<file path="src/rtl/paddsub_pkg.sv">
package paddsub_pkg;
  typedef enum logic [1:0] {
    MODE_WRAP = 2'd0,
    MODE_SSAT = 2'd1,
    MODE_USAT = 2'd2,
    MODE_WRP2 = 2'd3
  } mode_e;

  // element-size codes below this value allow saturation
  localparam int unsigned SAT_SIZE_LIMIT = 2;
endpackage

</file>
<file path="src/rtl/padd_byte_slice.sv">
module padd_byte_slice #(
  parameter int unsigned SLICE_W = 8
) (
  input  logic [SLICE_W-1:0] a,
  input  logic [SLICE_W-1:0] b,
  input  logic               inv,
  input  logic               cin,
  output logic [SLICE_W-1:0] sum,
  output logic               cout,
  output logic               ovf_s
);
  logic [SLICE_W-1:0] bx;
  logic [SLICE_W:0]   full;

  always_comb begin
    bx   = inv ? ~b : b;
    full = {1'b0, a} + {1'b0, bx} + {{SLICE_W{1'b0}}, cin};
    sum  = full[SLICE_W-1:0];
    cout = full[SLICE_W];
    // signed overflow: same-sign inputs with a result of the other sign
    ovf_s = (a[SLICE_W-1] == bx[SLICE_W-1]) && (full[SLICE_W-1] != a[SLICE_W-1]);
  end
endmodule

</file>
<file path="src/rtl/padd_lane_clamp.sv">
module padd_lane_clamp #(
  parameter int unsigned SLICE_W = 8
) (
  input  logic [SLICE_W-1:0] sum,
  input  logic               is_top,
  input  logic               sat_s,
  input  logic               sat_u,
  input  logic               sub,
  input  logic               lane_a_msb,
  input  logic               lane_ovf_s,
  input  logic               lane_cout,
  output logic [SLICE_W-1:0] out
);
  logic               u_hit;
  logic [SLICE_W-1:0] s_val;
  logic [SLICE_W-1:0] u_val;

  always_comb begin
    // add overflows on carry out; subtract underflows when no carry (borrow)
    u_hit = sub ? ~lane_cout : lane_cout;
    u_val = sub ? '0 : '1;
    if (lane_a_msb)
      s_val = is_top ? {1'b1, {(SLICE_W-1){1'b0}}} : '0;
    else
      s_val = is_top ? {1'b0, {(SLICE_W-1){1'b1}}} : '1;
    if (sat_s && lane_ovf_s)
      out = s_val;
    else if (sat_u && u_hit)
      out = u_val;
    else
      out = sum;
  end
endmodule

</file>
<file path="src/rtl/packed_addsub.sv">
module packed_addsub
  import paddsub_pkg::*;
#(
  parameter int unsigned DATA_W  = 64,
  parameter int unsigned SLICE_W = 8
) (
  input  logic              clk,
  input  logic              rst,
  input  logic              valid_i,
  input  logic [DATA_W-1:0] a_i,
  input  logic [DATA_W-1:0] b_i,
  input  logic [1:0]        size_i,
  input  logic [1:0]        mode_i,
  input  logic              sub_i,
  output logic [DATA_W-1:0] res_o,
  output logic              valid_o
);
  localparam int unsigned NB    = DATA_W / SLICE_W;
  localparam int unsigned IDX_W = (NB > 1) ? $clog2(NB) : 1;

  logic [NB-1:0]     cin, cout, ovf, amsb, start;
  logic [DATA_W-1:0] sum, nxt;
  logic [IDX_W-1:0]  lane_mask;
  logic              sat_s, sat_u;

  always_comb begin
    lane_mask = IDX_W'((1 << size_i) - 1);
    sat_s = (mode_i == MODE_SSAT) && (32'(size_i) < SAT_SIZE_LIMIT);
    sat_u = (mode_i == MODE_USAT) && (32'(size_i) < SAT_SIZE_LIMIT);
  end

  for (genvar i = 0; i < NB; i++) begin : g_slice
    localparam logic [IDX_W-1:0] IDX = IDX_W'(i);
    logic [IDX_W-1:0] top_idx;
    logic             is_top;

    assign start[i] = ((IDX & lane_mask) == '0);
    assign top_idx  = IDX | lane_mask;
    assign is_top   = (top_idx == IDX);
    assign amsb[i]  = a_i[SLICE_W*i + SLICE_W-1];

    if (i == 0) begin : g_first
      assign cin[i] = sub_i;
    end else begin : g_rest
      assign cin[i] = start[i] ? sub_i : cout[i-1];
    end

    padd_byte_slice #(.SLICE_W(SLICE_W)) u_slice (
      .a     (a_i[SLICE_W*i +: SLICE_W]),
      .b     (b_i[SLICE_W*i +: SLICE_W]),
      .inv   (sub_i),
      .cin   (cin[i]),
      .sum   (sum[SLICE_W*i +: SLICE_W]),
      .cout  (cout[i]),
      .ovf_s (ovf[i])
    );

    padd_lane_clamp #(.SLICE_W(SLICE_W)) u_clamp (
      .sum        (sum[SLICE_W*i +: SLICE_W]),
      .is_top     (is_top),
      .sat_s      (sat_s),
      .sat_u      (sat_u),
      .sub        (sub_i),
      .lane_a_msb (amsb[top_idx]),
      .lane_ovf_s (ovf[top_idx]),
      .lane_cout  (cout[top_idx]),
      .out        (nxt[SLICE_W*i +: SLICE_W])
    );

    // in 8-bit wrap add each byte is its own sum, untouched by neighbours
    assert_lane_carry_R7: assert property (@(posedge clk) disable iff (rst)
      (valid_i && size_i == 2'd0 && mode_i == 2'd0 && !sub_i) |=>
      res_o[SLICE_W*i +: SLICE_W] ==
        SLICE_W'($past(a_i[SLICE_W*i +: SLICE_W]) + $past(b_i[SLICE_W*i +: SLICE_W])));

    // unsigned saturating add never drops below the first operand
    assert_usat_floor_R5: assert property (@(posedge clk) disable iff (rst)
      (valid_i && size_i == 2'd0 && mode_i == 2'd2 && !sub_i) |=>
      res_o[SLICE_W*i +: SLICE_W] >= $past(a_i[SLICE_W*i +: SLICE_W]));

    // signed saturating add of two non-negative bytes stays non-negative
    assert_ssat_sign_R4: assert property (@(posedge clk) disable iff (rst)
      (valid_i && size_i == 2'd0 && mode_i == 2'd1 && !sub_i &&
       !a_i[SLICE_W*i + SLICE_W-1] && !b_i[SLICE_W*i + SLICE_W-1]) |=>
      !res_o[SLICE_W*i + SLICE_W-1]);
  end

  always_ff @(posedge clk) begin
    if (rst) begin
      res_o   <= '0;
      valid_o <= 1'b0;
    end else begin
      valid_o <= valid_i;
      if (valid_i) res_o <= nxt;
    end
  end

  assert_valid_follow_R8: assert property (@(posedge clk) disable iff (rst)
    valid_i |=> valid_o);
  assert_hold_R8: assert property (@(posedge clk) disable iff (rst)
    !valid_i |=> (!valid_o && $stable(res_o)));
  assert_reset_R9: assert property (@(posedge clk)
    rst |=> (!valid_o && res_o == '0));
endmodule

</file>
<file path="config.mk">
export PLATFORM = sky130hd
export DESIGN_NAME = packed_addsub
export DESIGN_NICKNAME = d
export VERILOG_FILES = /design/src/rtl/paddsub_pkg.sv /design/src/rtl/padd_byte_slice.sv /design/src/rtl/padd_lane_clamp.sv /design/src/rtl/packed_addsub.sv
export SDC_FILE = /design/constraint.sdc
export NUM_CORES = 1
export LEC_CHECK = 0
export BUFFER_PORTS_ARGS = -buffer_cell sky130_fd_sc_hd__buf_2
export CAP_MARGIN = 20
export CORE_ASPECT_RATIO = 1.75
export CORE_UTILIZATION = 50
export CTS_CLUSTER_SIZE = 30
export DETAILED_ROUTE_END_ITERATION = 12
export PLACE_DENSITY = 0.77
export REMOVE_ABC_BUFFERS = 1
export SLEW_MARGIN = 40
export SYNTH_ARGS = -nofsm -noshare
export SYNTH_HDL_FRONTEND = slang
export SYNTH_SLANG_ARGS = --single-unit
export TNS_END_PERCENT = 30
</file>
<file path="constraint.sdc">
create_clock -name clk -period 30.2 [get_ports clk]
set_input_delay 1.51 -clock clk [delete_from_list [all_inputs] [get_ports clk]]
set_output_delay 1.51 -clock clk [all_outputs]
set_load 0.01 [all_outputs]
</file>
[Word level (Yosys, flattened, before mapping)]
Cells that the tools add are included.
Storage, ports and cells
  register bits: 65
  input bits: 136
Operators by class
  add/sub/neg operators: 17
  magnitude comparators: 8
  equality and inequality tests: 18
  shift-type cells: 1
  mux-type cells: 104
  bitwise logic cells: 16
  reductions and logical operators: 36
Operators with widths (count)
  two-way mux 8 bit: 47
  adder 8 x 8 -> 9 bit: 8
  adder 9 x 1 -> 9 bit: 8
  inverter 8 bit: 8
  two-way mux 1 bit: 45
  less-than comparator 3 x 4 -> 1 bit, second input constant: 7
  logical AND 1 bit: 26
  zero test 3 bit: 7
  binary-select mux 1 bit (select 2 bit): 9
  binary-select mux 1 bit (select 3 bit): 3
  == test 1 bit: 8
  != test 1 bit: 8
  inverter 1 bit: 8
  zero test 2 bit: 3
  << shifter 1 x 2 -> 3 bit, first input constant: 1
  subtractor 3 x 2 -> 3 bit, second input constant: 1
  == test 2 x 1 -> 1 bit, second input constant: 1
  == test 2 bit, second input constant: 1
  less-than comparator 2 bit, second input constant: 1

[Depth between registers and ports, before layout]
  depth after elaboration: 25
  gate-level depth with buffers: 62

[Cells and area by module]
A second synthesis with hierarchy kept.
Unflattened totals
  cell total of the unflattened synthesis: 892
  area total of the unflattened synthesis: 7682.4 um^2
Modules (own cells, without submodules)
  packed_addsub: instances 1, cells each 272, area an instance 2813.9 um^2
  padd_byte_slice (g_slice[2].u_slice ...): instances 4, cells each 60, area an instance 473.0 um^2
  padd_lane_clamp: instances 8, cells each 18, area an instance 140.1 um^2
  padd_byte_slice (g_slice[6].u_slice): instances 1, cells each 60, area an instance 470.5 um^2
  padd_byte_slice (g_slice[0].u_slice): instances 1, cells each 58, area an instance 466.7 um^2
  padd_byte_slice (g_slice[1].u_slice): instances 1, cells each 60, area an instance 465.4 um^2
  padd_byte_slice (g_slice[7].u_slice): instances 1, cells each 58, area an instance 452.9 um^2

[Worst setup path after synthesis]
No wires, ideal clock.
  kind: in2reg
  start: input sub_i
  end: register res_o[49]
  library setup time: 0.091 ns
  arrival time: 14.795 ns
  data required time: 30.109 ns
  path slack: 15.314 ns
  cell stages on the path: 62
  path buffers: 5
  path through: clkbuf_1 clkbuf_1 buf_1 xor2_1 ha_1 nor2b_1 o2111ai_1 nand3_1 o41ai_1 a21o_1 fa_1 fa_1 nand2b_1 a21oi_1 nor3_1 or2_2 buf_2 a21o_1 [... 26 more ...] a21o_1 fa_1 fa_1 nor2b_1 o2111ai_1 a31oi_1 nor2_1 nor2_1 fa_1 a211oi_2 o211ai_2 a21oi_1 or4_4 buf_6 nand2_8 o21ai_4 or2_1 a311oi_1
Between the ends
  word-level cells in the longest chain between the ends: 24
  elaborated cells on any way between the ends: 48
Ends and longest elaborated chain
  start: declaration: line packed_addsub.sv:14  | input logic sub_i,
  two-way mux 8 bit: line padd_byte_slice.sv:16  | bx = inv ? ~b : b;
  adder 8 x 8 -> 9 bit: line padd_byte_slice.sv:17  | full = {1'b0, a} + {1'b0, bx} + {{SLICE_W{1'b0}}, cin};
  adder 9 x 1 -> 9 bit: line padd_byte_slice.sv:17
  two-way mux 1 bit: line packed_addsub.sv:45  | assign cin[i] = start[i] ? sub_i : cout[i-1];
  adder 9 x 1 -> 9 bit: line padd_byte_slice.sv:17
  two-way mux 1 bit: line packed_addsub.sv:45
  adder 9 x 1 -> 9 bit: line padd_byte_slice.sv:17
  two-way mux 1 bit: line packed_addsub.sv:45
  [... 7 more ...]
  two-way mux 1 bit: line packed_addsub.sv:45
  adder 9 x 1 -> 9 bit: line padd_byte_slice.sv:17
  two-way mux 1 bit (not written as such) (2 in series): line packed_addsub.sv:66  | .lane_cout (cout[top_idx]),
  inverter 1 bit: line padd_lane_clamp.sv:20  | u_hit = sub ? ~lane_cout : lane_cout;
  two-way mux 1 bit: line padd_lane_clamp.sv:20
  logical AND 1 bit: line padd_lane_clamp.sv:28  | else if (sat_u && u_hit)
  two-way mux 8 bit: line padd_lane_clamp.sv:28
  two-way mux 8 bit *: line padd_lane_clamp.sv:26  | if (sat_s && lane_ovf_s)
  end signal: assignment: line packed_addsub.sv:94  | if (valid_i) res_o <= nxt;
  end: declaration: line packed_addsub.sv:15  | output logic [DATA_W-1:0] res_o,
Every way passes the cells marked *; elsewhere a longest branch is shown, timed or not. The select of a mux whose other input is x is not followed.
A chain may end at the register's enable or synchronous reset.

[Worst setup path after layout]
  start: input sub_i
  end: register res_o[28]
The elaborated chain is that of the path after synthesis.

==> flow_metrics.tcl <==
set metrics [dict create \
    wl_um 20600 \
    max-vdd-ir-drop_uv 22.3 \
    max_stage_delay_ns 0.48 \
    design.portCount 201 \
    placementRows 56 \
    muxShareOfSynthArea 0.0212 \
    die_area_mm2 0.0145 \
    drt_drc_violations_left 0 \
    via_per_instance_ratio 5.86 \
    seq_area_frac_synth 0.186 \
    io_port_bufs 200 \
    core-area_mm2 0.0135 \
    die_w_um 91.3 \
    dp.cells 1251 \
    grt_start_max_net_pins 67 \
    routedWlPerCell_um 16.3 \
    synth_edf_count 0 \
    synth.yosys.warnings 0 \
    synthAdderAreaFrac 0.143 \
    dr.pass1.iters 5 \
    leakage_nw 3.94 \
    hold_wc_path_type "register to register" \
    cap_violations 0 \
    finalHoldViolCount 0 \
    antenna_found_initial 0 \
    critical_path.reg2reg.startpoint "res_o[6]" \
    synth_xor_xnor_area_share 0.134 \
    post-route-period-util 0.510 \
    track_usage 0.283 \
    finalWeightedCongestion 0.955 \
    cpMostUsedCell "fa_1" \
    worst-r2r-setup-slack_ns 29.37 \
    syn-mean-instance-area_um2 7.69 \
    cts_htree_levels 3 \
    postSynthRegisterBits 65 \
    post_layout_nonfiller_instances 1267 \
    timing.critical_path.required_ns 30.43 \
    main_combinational_cell_family_by_area_after_synthesis "compound AO/OA/AOI/OAI gates" \
    cts_tree "yes" \
    path_class "input port to register" \
    slew_headroom 0.514 \
    postPlaceCellArea_mm2 0.00809 \
    power.density_cell_area_mw_per_mm2 49.3 \
    cts.clk_slew.worst_paths_ns 0.06 \
    final_clock_skew_ns 0 \
    final_max_slew_viol_count 0 \
    max-clock-path-buffers 2 \
    synth_compound_gate_area_share 0.251 \
    worstPathMaxFanout 11 \
    worst_path_max_delay_cell "fa_1" \
    die_height_um 158 \
    timing.critical_path.from "sub_i" \
    fmaxAchievable_ghz 0.0649 \
    whs_ns 0.445 \
    clock-sinks 65 \
    max_slew.worst_pin.slew_ns 0.730 \
    final_layout_size_suffix_gt1_frac 0.233 \
    outcome "complete, no violations" \
    final_nets 1295 \
    worstSetupEndpoint "res_o[28]" \
    cts_hold_buffers 0 \
    initial_core_util 0.516 \
    clkLatencyLatePin_ns 0.34 \
    tritoncts.num_buffers 9 \
    fin_tns_setup_ns 0 \
    antenna_cells 0 \
    hold_path_depth 2 \
    worstPathArrival_ns 15.64 \
    final_core_utilization 0.623 \
    number_of_global_route_vias_before_repair 7169 \
    post_cts.resized_instances 0 \
    ys_types 77 \
    report.final.setup_viol 0 \
    rsz0062_at_grt "false" \
    setup.worst_path.start_class "input port" \
    place_hpwl_um 16300 \
    syn_inst 907 \
    clock-root-buffer "clkbuf_16" \
    first_pass_grt_wire_length_um 32600 \
    area_growth_pct 20.8 \
    globalRoute.totalOverflow 0 \
    final.fill_count 1261 \
    detail-route-antenna-nets 0 \
    asyncSetResetFlopFracSynth 0 \
    post_synthesis_share_of_cell_area_spent_on_and_or_nand_and_nor_gates 0.221 \
    postLayoutCellArea_mm2 0.00843 \
    fin_crit_ns 15.41 \
    netlist_area_mm2 0.00698 \
    ff2ff_path_depth 2 \
    dr_total_vias 7429 \
    worst_setup_path_end_kind "register" \
    drt-initial-drc-count 350 \
    post_cts_buffers 0 \
    crit-reg2reg-capture "res_o[6]" \
    synth_top_flop_cell "dfxtp_1" \
]
==> registers in the layout, indices dropped and copies added, names as in the netlist <==
signal / flops
res_o: 64
valid_o: 1
==> report_power, final <==
part	internal [mW]	leakage, nW	total [mW]	switching (mW)
sequential	0.0980	0.540	0.105	0.00711
clock	0.0807	0.170	0.122	0.0417
combinational	0.0833	3.23	0.188	0.105
total	0.262	3.94	0.415	0.153
==> cell type report <==
cell class / count / area [µm²] / share of cell area
multi-input cells: 773 / 5390 / 0.640
flip-flops and latches: 65 / 1300 / 0.154
repair buffers: 207 / 1060 / 0.125
clock buffers: 9 / 225 / 0.0267
well taps: 174 / 218 / 0.0258
inverters: 32 / 120 / 0.0143
clock inverters: 7 / 118 / 0.0140
==> Yosys cell counts (3+ instances only) <==
master     count  area share
nand2_1       67       0.036
o31ai_1        5      0.0054
o211a_1        5      0.0072
xor2_1        71       0.089
nor2_1       105       0.056
clkbuf_1      29       0.016
a21o_1        10       0.011
o21bai_1       6      0.0065
nand3_1       23       0.016
buf_1          3      0.0016
o31a_1         6      0.0075
and3_1         5      0.0045
o41ai_1        4      0.0050
dfxtp_1       65        0.19
a31oi_1       14       0.013
o211ai_1       6      0.0065
or3_1          7      0.0063
o2111ai_1      9       0.011
ha_1          56        0.10
xnor2_1       36       0.045
a211oi_1      19       0.020
or2_2          9      0.0081
inv_1         31       0.017
o21a_1        17       0.018
mux2i_1        8       0.011
o21ai_0       60       0.043
or4_1          3      0.0032
mux2_2         4      0.0065
nor3b_1        5      0.0054
buf_6          3      0.0048
a21oi_1       66       0.047
and2_1         4      0.0036
nand2b_1      10      0.0090
nor4b_1        3      0.0038
nor2b_1       20       0.018
fa_1          15       0.043
a311oi_1       4      0.0050
nor3_1        44       0.032
==> cells in the final DEF, fill, tap and decap left out, drive strengths merged, types with 14 or more instances in the layout <==
master    n
o21ai    62
nand2    68
nor2b    20
o21a     17
nor2    105
nand3    23
fa       15
xor2     71
dfxtp    65
xnor2    36
inv      32
a31oi    14
ha       56
a211oi   20
nor3     44
buf     207
a21oi    66
==> cells by family (layout without fill, tap and decap cells) <==
kind of cell               after synthesis  after routing
xor gates and xnor gates               107            107
and+or+nand+nor                        319            319
AOI/OAI and AO/OA                      263            263
muxes                                   13             13
DFF                                     65             65
adders and majority gates               71             71
buffers and inverters                   69            255
==> metal layers <==
layer / part of all wire / track usage
met3: 0.046 / 0.0344
met1: 0.36 / 0.277
met4: 0.045 / 0.175
met5: 0 / 0
met2: 0.54 / 0.557
==> worst min-delay path by stage <==
stage,startpoint,to,slack (ns)
6_report,res_o[39],res_o[39],0.45
5_1_grt,res_o[44],res_o[44],0.48
4_1_cts,res_o[39],res_o[39],0.45
3_5_place_dp,res_o[39],res_o[39],0.44
3_3_place_gp,res_o[46],res_o[46],0.43
2_1_floorplan,res_o[39],res_o[39],0.47
==> through the flow <==
step                total power, mW  setup WS (ns)
finish                        0.415          14.79
detailed placement            0.293          14.57
CTS                           0.415          14.87
floorplan                     0.236          16.28
global route                  0.442          13.94
global placement              0.290          14.99
==> worst max-delay path, delay by kind of cell <==
| family | cells | cell delay, ns |
|---|---|---|
| buffers and inverters | 2 | 0.27 |
| XOR/XNOR | 1 | 0.20 |
| AND/OR/NAND/NOR | 21 | 3.78 |
| multiplexers | 2 | 0.35 |
| adder cells (fa/ha/maj) | 15 | 6.17 |
| AO/OA/AOI/OAI | 19 | 3.34 |
No activity file was read; power rests on OpenSTA's default activity.
